### config.mk
export PLATFORM = sky130hd
export DESIGN_NAME = spi_rd_responder
export DESIGN_NICKNAME = d
export VERILOG_FILES = /design/src/rtl/spi_rd_pkg.sv /design/src/rtl/spi_pin_sync.sv /design/src/rtl/spi_rd_mem.sv /design/src/rtl/spi_rd_responder.sv
export SDC_FILE = /design/constraint.sdc
export NUM_CORES = 2
export LEC_CHECK = 0
export BUFFER_PORTS_ARGS = -buffer_cell sky130_fd_sc_hd__buf_2
export CELL_PAD_IN_SITES_DETAIL_PLACEMENT = 0
export CELL_PAD_IN_SITES_GLOBAL_PLACEMENT = 2
export CORE_MARGIN = 8
export CORE_UTILIZATION = 50
export DETAILED_ROUTE_END_ITERATION = 8
export MAX_ROUTING_LAYER = met4
export PLACE_DENSITY = 0.8
export REMOVE_ABC_BUFFERS = 1
export SLEW_MARGIN = 20
export SYNTH_ARGS = -nofsm -noshare
export SYNTH_HDL_FRONTEND = slang
export SYNTH_SLANG_ARGS = --single-unit
### constraint.sdc
create_clock -name clk -period 3.9 [get_ports clk]
set_clock_uncertainty 0.2 [all_clocks]
set_input_delay 0.78 -clock clk [delete_from_list [all_inputs] [get_ports clk]]
set_output_delay 0.78 -clock clk [all_outputs]
set_load 0.05 [all_outputs]
### src/rtl/spi_rd_pkg.sv
package spi_rd_pkg;
   typedef enum logic [2:0] {
      ST_IDLE,
      ST_CMD,
      ST_ADDR,
      ST_SEND,
      ST_HOLD
   } rd_state_e;
endpackage

### src/rtl/spi_pin_sync.sv
module spi_pin_sync #(
   parameter int          W       = 3,
   parameter int          STAGES  = 2,
   parameter logic [W-1:0] RST_VAL = '0
) (
   input  logic         clk,
   input  logic         rst_n,
   input  logic [W-1:0] pin_i,
   output logic [W-1:0] sync_o,
   output logic [W-1:0] prev_o
);
   if (STAGES < 2) begin : g_bad_stages
      $error("spi_pin_sync: STAGES must be at least 2");
   end

   logic [W-1:0] stage_q [STAGES];

   for (genvar s = 0; s < STAGES; s++) begin : g_stage
      always_ff @(posedge clk or negedge rst_n) begin
         if (!rst_n)
            stage_q[s] <= RST_VAL;
         else if (s == 0)
            stage_q[s] <= pin_i;
         else
            stage_q[s] <= stage_q[(s == 0) ? 0 : s-1];
      end
   end

   always_ff @(posedge clk or negedge rst_n) begin
      if (!rst_n) prev_o <= RST_VAL;
      else        prev_o <= stage_q[STAGES-1];
   end

   assign sync_o = stage_q[STAGES-1];
endmodule

### src/rtl/spi_rd_mem.sv
module spi_rd_mem #(
   parameter int AW = 8,
   parameter int DW = 8,
   localparam int DEPTH = 1 << AW
) (
   input  logic          clk,
   input  logic          we,
   input  logic [AW-1:0] waddr,
   input  logic [DW-1:0] wdata,
   input  logic [AW-1:0] raddr,
   output logic [DW-1:0] rdata
);
   if (AW < 2 || AW > 12) begin : g_bad_aw
      $error("spi_rd_mem: AW out of range");
   end

   logic [DW-1:0] arr [DEPTH];

   always_ff @(posedge clk) begin
      if (we) arr[waddr] <= wdata;
   end

   assign rdata = arr[raddr];
endmodule

### src/rtl/spi_rd_responder.sv
module spi_rd_responder
   import spi_rd_pkg::*;
#(
   parameter int          CMD_W    = 8,
   parameter int          ADDR_W   = 24,
   parameter int          MEM_AW   = 8,
   parameter int          SYNC_STG = 2,
   parameter logic [7:0]  OPC_READ = 8'h03
) (
   input  logic              clk,
   input  logic              rst_n,
   input  logic              csb,
   input  logic              sck,
   input  logic              sdi,
   output logic              sdo,
   output logic              sdo_oe,
   input  logic              pl_we,
   input  logic [MEM_AW-1:0] pl_addr,
   input  logic [7:0]        pl_data
);
   localparam int BYTE_W = 8;
   localparam int BIT_W  = $clog2(BYTE_W);
   localparam int CNT_W  = $clog2(ADDR_W + 1);

   if (CMD_W != 8) begin : g_bad_cmd
      $error("spi_rd_responder: CMD_W must be 8");
   end
   if (MEM_AW > ADDR_W || MEM_AW < 2) begin : g_bad_addr
      $error("spi_rd_responder: MEM_AW must fit in ADDR_W");
   end

   // pin synchronizers: {csb, sck, sdi}; csb resets high
   logic [2:0] pin_s, pin_d;
   spi_pin_sync #(.W(3), .STAGES(SYNC_STG), .RST_VAL(3'b100)) u_sync (
      .clk   (clk),
      .rst_n (rst_n),
      .pin_i ({csb, sck, sdi}),
      .sync_o(pin_s),
      .prev_o(pin_d)
   );

   logic csb_s, sdi_s, csb_fall, sck_rise, sck_fall;
   assign csb_s    = pin_s[2];
   assign sdi_s    = pin_s[0];
   assign csb_fall = pin_d[2] & ~pin_s[2];
   assign sck_rise = ~pin_d[1] & pin_s[1];
   assign sck_fall = pin_d[1] & ~pin_s[1];

   rd_state_e         state;
   logic [CNT_W-1:0]  cnt;
   logic [CMD_W-2:0]  cmd_sh;
   logic [MEM_AW-2:0] addr_sh;
   logic [MEM_AW-1:0] ptr;
   logic [BIT_W-1:0]  bit_idx;
   logic [7:0]        rd_byte;
   logic [CMD_W-1:0]  cmd_nxt;
   logic [MEM_AW-1:0] addr_nxt;

   assign cmd_nxt  = {cmd_sh, sdi_s};
   assign addr_nxt = {addr_sh, sdi_s};

   spi_rd_mem #(.AW(MEM_AW), .DW(8)) u_mem (
      .clk  (clk),
      .we   (pl_we & csb_s),
      .waddr(pl_addr),
      .wdata(pl_data),
      .raddr(ptr),
      .rdata(rd_byte)
   );

   always_ff @(posedge clk or negedge rst_n) begin
      if (!rst_n) begin
         state   <= ST_IDLE;
         cnt     <= '0;
         cmd_sh  <= '0;
         addr_sh <= '0;
         ptr     <= '0;
         bit_idx <= '0;
         sdo     <= 1'b0;
         sdo_oe  <= 1'b0;
      end else if (csb_s) begin
         state  <= ST_IDLE;
         sdo_oe <= 1'b0;
      end else begin
         unique case (state)
            ST_IDLE: begin
               if (csb_fall) begin
                  state <= ST_CMD;
                  cnt   <= '0;
               end
            end
            ST_CMD: begin
               if (sck_rise) begin
                  cmd_sh <= cmd_nxt[CMD_W-2:0];
                  cnt    <= cnt + 1'b1;
                  if (cnt == CNT_W'(CMD_W - 1)) begin
                     cnt   <= '0;
                     state <= (cmd_nxt == OPC_READ) ? ST_ADDR : ST_HOLD;
                  end
               end
            end
            ST_ADDR: begin
               if (sck_rise) begin
                  addr_sh <= addr_nxt[MEM_AW-2:0];
                  cnt     <= cnt + 1'b1;
                  if (cnt == CNT_W'(ADDR_W - 1)) begin
                     ptr     <= addr_nxt;
                     bit_idx <= BIT_W'(BYTE_W - 1);
                     state   <= ST_SEND;
                  end
               end
            end
            ST_SEND: begin
               if (sck_fall) begin
                  sdo    <= rd_byte[bit_idx];
                  sdo_oe <= 1'b1;
                  if (bit_idx == '0) begin
                     bit_idx <= BIT_W'(BYTE_W - 1);
                     ptr     <= ptr + 1'b1;
                  end else begin
                     bit_idx <= bit_idx - 1'b1;
                  end
               end
            end
            default: ;
         endcase
      end
   end


   oe_only_send_chk: assert property (@(posedge clk) disable iff (!rst_n)
      sdo_oe |-> (state == ST_SEND));


   abort_idle_chk: assert property (@(posedge clk) disable iff (!rst_n)
      csb_s |=> (state == ST_IDLE && !sdo_oe));


   ptr_step_chk: assert property (@(posedge clk) disable iff (!rst_n)
      (state == ST_SEND && !csb_s && sck_fall && bit_idx == '0)
         |=> ptr == $past(ptr) + 1'b1);


   cmd_cnt_chk: assert property (@(posedge clk) disable iff (!rst_n)
      (state == ST_CMD) |-> (cnt < CNT_W'(CMD_W)));


   sdo_edge_chk: assert property (@(posedge clk) disable iff (!rst_n)
      !sck_fall |=> $stable(sdo));
endmodule

# Yosys cells after proc, flatten, opt, wreduce, memory -nomap -nowiden

Memories as Yosys holds them, arrays and structs flattened.
Cells that the tools add are included.

Flip-flop bits (word level): 44
Bits in latches: 0
Memory bits (writable): 2048
Bits in read-only memories: 0
Word-level logic and storage cells: 85
Memories kept: 1

Add/subtract/negate cells: 3
Multiply operators: 0
Div/mod/pow operators: 0
Magnitude comparators: 1
Equal/unequal tests: 17
Shift operators: 0
Multiplexer cells: 30
Bitwise logic cells: 7
Reductions and logical operators: 15

Memory list:

| memory    | words | bits a word | read ports | clocked after memory_dff | write ports | line             | text |
|---|---|---|---|---|---|---|---|
| u_mem.arr | 256   | 8           | 1          | 0                        | 1           | spi_rd_mem.sv:17 | `logic [DW-1:0] arr [DEPTH];` |

Operator list:

| kind                                                                          | count |
|---|---|
| 3-bit two-way mux                                                             | 11 |
| 8-bit two-way mux                                                             | 4 |
| 5-bit two-way mux                                                             | 4 |
| 8-bit case mux with 2 select lines                                            | 1 |
| 3-bit by 2-bit != test with 1-bit output (second input constant)              | 5 |
| 5-bit case mux with 3 select lines                                            | 1 |
| 2-bit != test (second input constant)                                         | 6 |
| 6-bit AND reduction                                                           | 2 |
| 5-bit AND reduction                                                           | 2 |
| 3-bit case mux with 3 select lines                                            | 1 |
| 3-bit AND reduction                                                           | 3 |
| 8-bit by 1-bit adder with 8-bit output (second input constant)                | 1 |
| 8-bit by 2-bit == test with 1-bit output (second input constant)              | 1 |
| 3-bit by 2-bit == test with 1-bit output (second input constant)              | 2 |
| 3-bit zero test                                                               | 2 |
| 1-bit two-way mux                                                             | 6 |
| 3-bit case mux with 2 select lines                                            | 1 |
| 2-bit nonzero test                                                            | 3 |
| 5-bit by 1-bit adder with 5-bit output (second input constant)                | 1 |
| 5-bit by 3-bit == test with 1-bit output (second input constant)              | 1 |
| 5-bit == test (second input constant)                                         | 1 |
| 1-bit bitwise AND                                                             | 4 |
| 3-bit by 4-bit less-than comparator with 1-bit output (second input constant) | 1 |
| 4-bit nonzero test                                                            | 1 |
| 6 further kinds                                                               | 8 |

# Depth between registers and ports, before layout

Depth in word-level cells: 6
Gate-level depth with buffers: 14
Gate-level depth less buffers: 8

# Modules after synthesis

Synthesis repeated with hierarchy kept, for this count alone.

Cell total of the unflattened synthesis: 3922
Area, all modules: 81580.7 sq um

By module, submodules not included:

| module           | times used | cells an instance | area an instance (sq um) |
|---|---|---|---|
| spi_rd_mem       | 1          | 3725              | 79396.1 |
| spi_rd_responder | 1          | 185               | 1933.1 |
| spi_pin_sync     | 1          | 12                | 251.5 |

# Least setup slack after synthesis

Ideal clock, no wire load.

Path kind: flip-flop to flip-flop
Start: reg ptr[0]
End: reg sdo
Arrival time: 2482 ps
Data required time: 3550 ps
Slack: 1068 ps
Stages on the path, launching flop included: 10
Buffers on the path: 3
Period minus slack after synthesis: 2832 ps
Path through: dfrtp_1 -> buf_6 -> buf_6 -> buf_2 -> mux4_2 -> mux4_2 -> a221oi_2 -> a211oi_1 -> o211ai_2 -> a32oi_1

Longest elaborated chain between the ends: 3

RTL lines:

| item                                      | line                    | text |
|---|---|---|
| from (decl)                               | spi_rd_responder.sv:53  | `logic [MEM_AW-1:0] ptr;` |
| from (signal assigned)                    | spi_rd_responder.sv:107 | `ptr <= addr_nxt;` |
| from (signal assigned)                    | spi_rd_responder.sv:119 | `ptr <= ptr + 1'b1;` |
| memory read 256 x 8 bit                   | n/a                     |  |
| 1-bit binary-select mux with 3-bit select | spi_rd_responder.sv:115 | `sdo <= rd_byte[bit_idx];` |
| 1-bit two-way mux (implied by the code)   | spi_rd_responder.sv:115 |  |
| to (signal assigned)                      | spi_rd_responder.sv:115 |  |
| to (decl)                                 | spi_rd_responder.sv:15  | `output logic sdo,` |

No other way between the ends. The select of a mux whose other input is x is not followed.
A chain may end at the register's enable or synchronous reset.

# Worst setup path after layout

Start: reg ptr[1]
End: reg sdo

The elaborated chain is that of the path after synthesis.

==> flow_summary.toml <==
[status]
status = "finished clean"

[worst_setup_path]
arrival_ns = 4.42
crit_path_start_kind = "flop"
critPathRequiredTime_ns = 4.45
crit_fanout = 45
worst-setup-path-type = "flop to flop"
worst_setup_path_end_kind = "flop"

[detailed_routing]
drt.antenna.violating_nets = 0
drtIter0Drc = 5939
vias = 43740
first_pass_iters = 6
drc_errors = 0
vias_per_cell = 6.237
wl_per_cell_um = 32.30
wl_um = 226600

[die]
fp-row-count = 149
die_w_um = 421.6
pin_count = 24
die_h_um = 421.6
core_um2 = 164200
die_area_um2 = 177700
initial_utilization_pct = 50.07

[global_routing]
grt_overflow = 0
grt_max_degree = 125
grt_pass1_wl_um = 321900
antenna_found_initial = 7
grtUsageTotal_pct = 25.76
grt_pass1_vias = 43250

[clock_network]
cts_buffers = 206
root_buffer = "clkbuf_16"
cts_tree = "done"
insertion_delay_ns = 0.85
clockBufferDepth = 3
clkSinkCount = 2091
clkTransAtPathRegs_ns = 0.06
cts_htree_levels = 4

[finish]
drive_above_1_share_pct = 29.55
num-nets-final = 4676
register_area_um2 = 62600
final_cells = 7014
final_common_cell = "edfxtp_1"
multi_input_area_um2 = 18040
area_growth_pct = 16.06
layout_common_cells = "2048 x edfxtp_1, 551 x buf_4, 416 x mux4_2, 315 x nor2_1, 253 x mux2i_1"
fillers = 11980

[timing]
maxSlewHeadroom_pct = 23.07
setup_tns_ns = 0
rsz0062_at_grt = "false"
setup_violations = 0
period_share_pct = 99.09
max_freq_ghz = 0.2588
drv_slew = 0
hold_violations = 0
period_needed_ns = 3.864
worst_slew_pin_slew_ns = 1.150

[logic_synthesis]
ys_warn_count = 0
synth_area_um2 = 82240
yosysUniqueCellTypes = 70
synthFlopType = "edfxtp_1"
async_reset_ff_share_pct = 2.056
synth-edff-count = 2048
postSynthCellCount = 4056
syn_area_per_cell_um2 = 20.28
seq_area_frac_synth_pct = 76.10
synth_seq_cells = 2091

[placed_design]
dp.cells = 6625
gp_congestion = 0.8843
place_hpwl_um = 143500
io_buffers = 23

[hold_path]
hold_path_class = "flop to flop"

[power_and_ir_drop]
powerDensity_nw_per_um2 = 532.6
p_leak_nw = 29.97
ir_drop_mv = 0.5332

[run]
cap_violations = 0
==> where the power goes <==
group          internal [mW]  switching (mW)
clock network           10.5            8.56
registers               24.7           0.182
logic                   2.61            4.19
==> logic make-up (layout without fill, tap and decap cells) <==
family,after synthesis,in the layout,synth area share [%]
xor gates and xnor gates,4,4,0.04261
and+or+nand+nor,579,579,3.055
AOI/OAI and AO/OA,406,406,3.501
other,0,2,0
buffers and inverters,261,1028,2.106
DFF,2091,2091,76.10
muxes,711,711,15.14
adders and majority gates,4,4,0.06086
==> per-layer routing <==
layer	wire length (um)	share of wire, %	GRT usage (%)	vias up
met3	20990	9.3	4.819	392
met5	0	0	-	-
met2	106700	47	39.25	2353
met4	7149	3.2	7.469	0
met1	91720	40	36.01	23020
li1	-	-	-	17980
==> layout make-up <==
class,count,area share [%]
Antenna cell,2,0.005244
Clock buffer,257,5.654
Clock inverter,124,1.176
Inverter,12,0.05244
Multi-Input combinational cell,1704,18.90
Sequential cell,2091,65.59
Tap cell,2189,2.870
Timing Repair Buffer,635,5.756
==> stage by stage <==
step | instance area [um2] | util, % | hold WS (ns) | setup slack (ns) | power (mW)
2_1_floorplan | 80550 | - | 0.1312 | -21.84 | 30.73
5_1_grt | 95440 | 58.11 | 0.1645 | 0.001224 | 52.16
3_5_place_dp | 88830 | 54.09 | 0.1403 | -0.1934 | 32.10
6_report | 95440 | 58.11 | 0.1627 | 0.03552 | 50.83
3_3_place_gp | 88830 | 54.09 | 0.1447 | -0.2021 | 32.07
4_1_cts | 95400 | 58.08 | 0.1635 | 0.07050 | 51.02
==> repair_timing <==
| item | 4_1_cts | 5_1_grt |
|---|---|---|
| endpoints found under the hold margin | 27 | 0 |
| resized for setup | 2 | 3 |
| pin swaps | 0 | 1 |
| hold buffers | 4 | 0 |
| endpoints found under the setup margin | 1 | 1 |
| buffers inserted | 0 | 2 |
==> cells in the mapped netlist (40+ instances only) <==
| cell | instances | area (um2) |
|---|---|---|
| clkbuf_1 | 101 | 379.1 |
| nand2_1 | 95 | 356.6 |
| a21oi_1 | 83 | 415.4 |
| buf_6 | 42 | 473.0 |
| mux4_2 | 416 | 9369 |
| nor2_1 | 318 | 1194 |
| nand3_1 | 47 | 235.2 |
| edfxtp_1 | 2048 | 61500 |
| buf_2 | 54 | 270.3 |
| a22oi_1 | 84 | 630.6 |
| mux2i_1 | 253 | 2532 |
| dfrtp_1 | 40 | 1001 |
==> worst max-delay path, cell delays in order (launching register included) <==
cell       delay (ns)
dfrtp_4          0.69
buf_12           0.33
mux4_2           0.26
mux2_2           0.16
o22ai_1          0.16
a2111oi_1        0.88
buf_4            0.24
nor4_1           0.06
nor3_1           0.33
o22ai_1          0.16
a32oi_1          0.21
==> final timing paths <==
check | slack [ns] | end | cells after the start | start
max in group asynchronous | 2.40 | u_sync.prev_o[2] | 3 | rst_n
worst max register to register | 0.04 | sdo | 10 | ptr[1]
min in group asynchronous | 0.33 | cnt[3] | 2 | rst_n
worst min-delay path | 0.16 | u_sync.sync_o[2] | 0 | u_sync.stage_q[5]
worst max-delay path | 0.04 | sdo | 10 | ptr[1]
worst min register to register | 0.16 | u_sync.sync_o[2] | 0 | u_sync.stage_q[5]
==> registers in the layout (all words and copies together) (netlist names) <==
register	count
ptr	8
addr_sh	7
sdo_oe	1
u_sync.sync_o	3
sdo	1
u_mem.arr	2048
cnt	5
bit_idx	3
state	3
cmd_sh	7
u_sync.stage_q	3
u_sync.prev_o	2
Note: power is estimated with default switching activity, not from simulation.
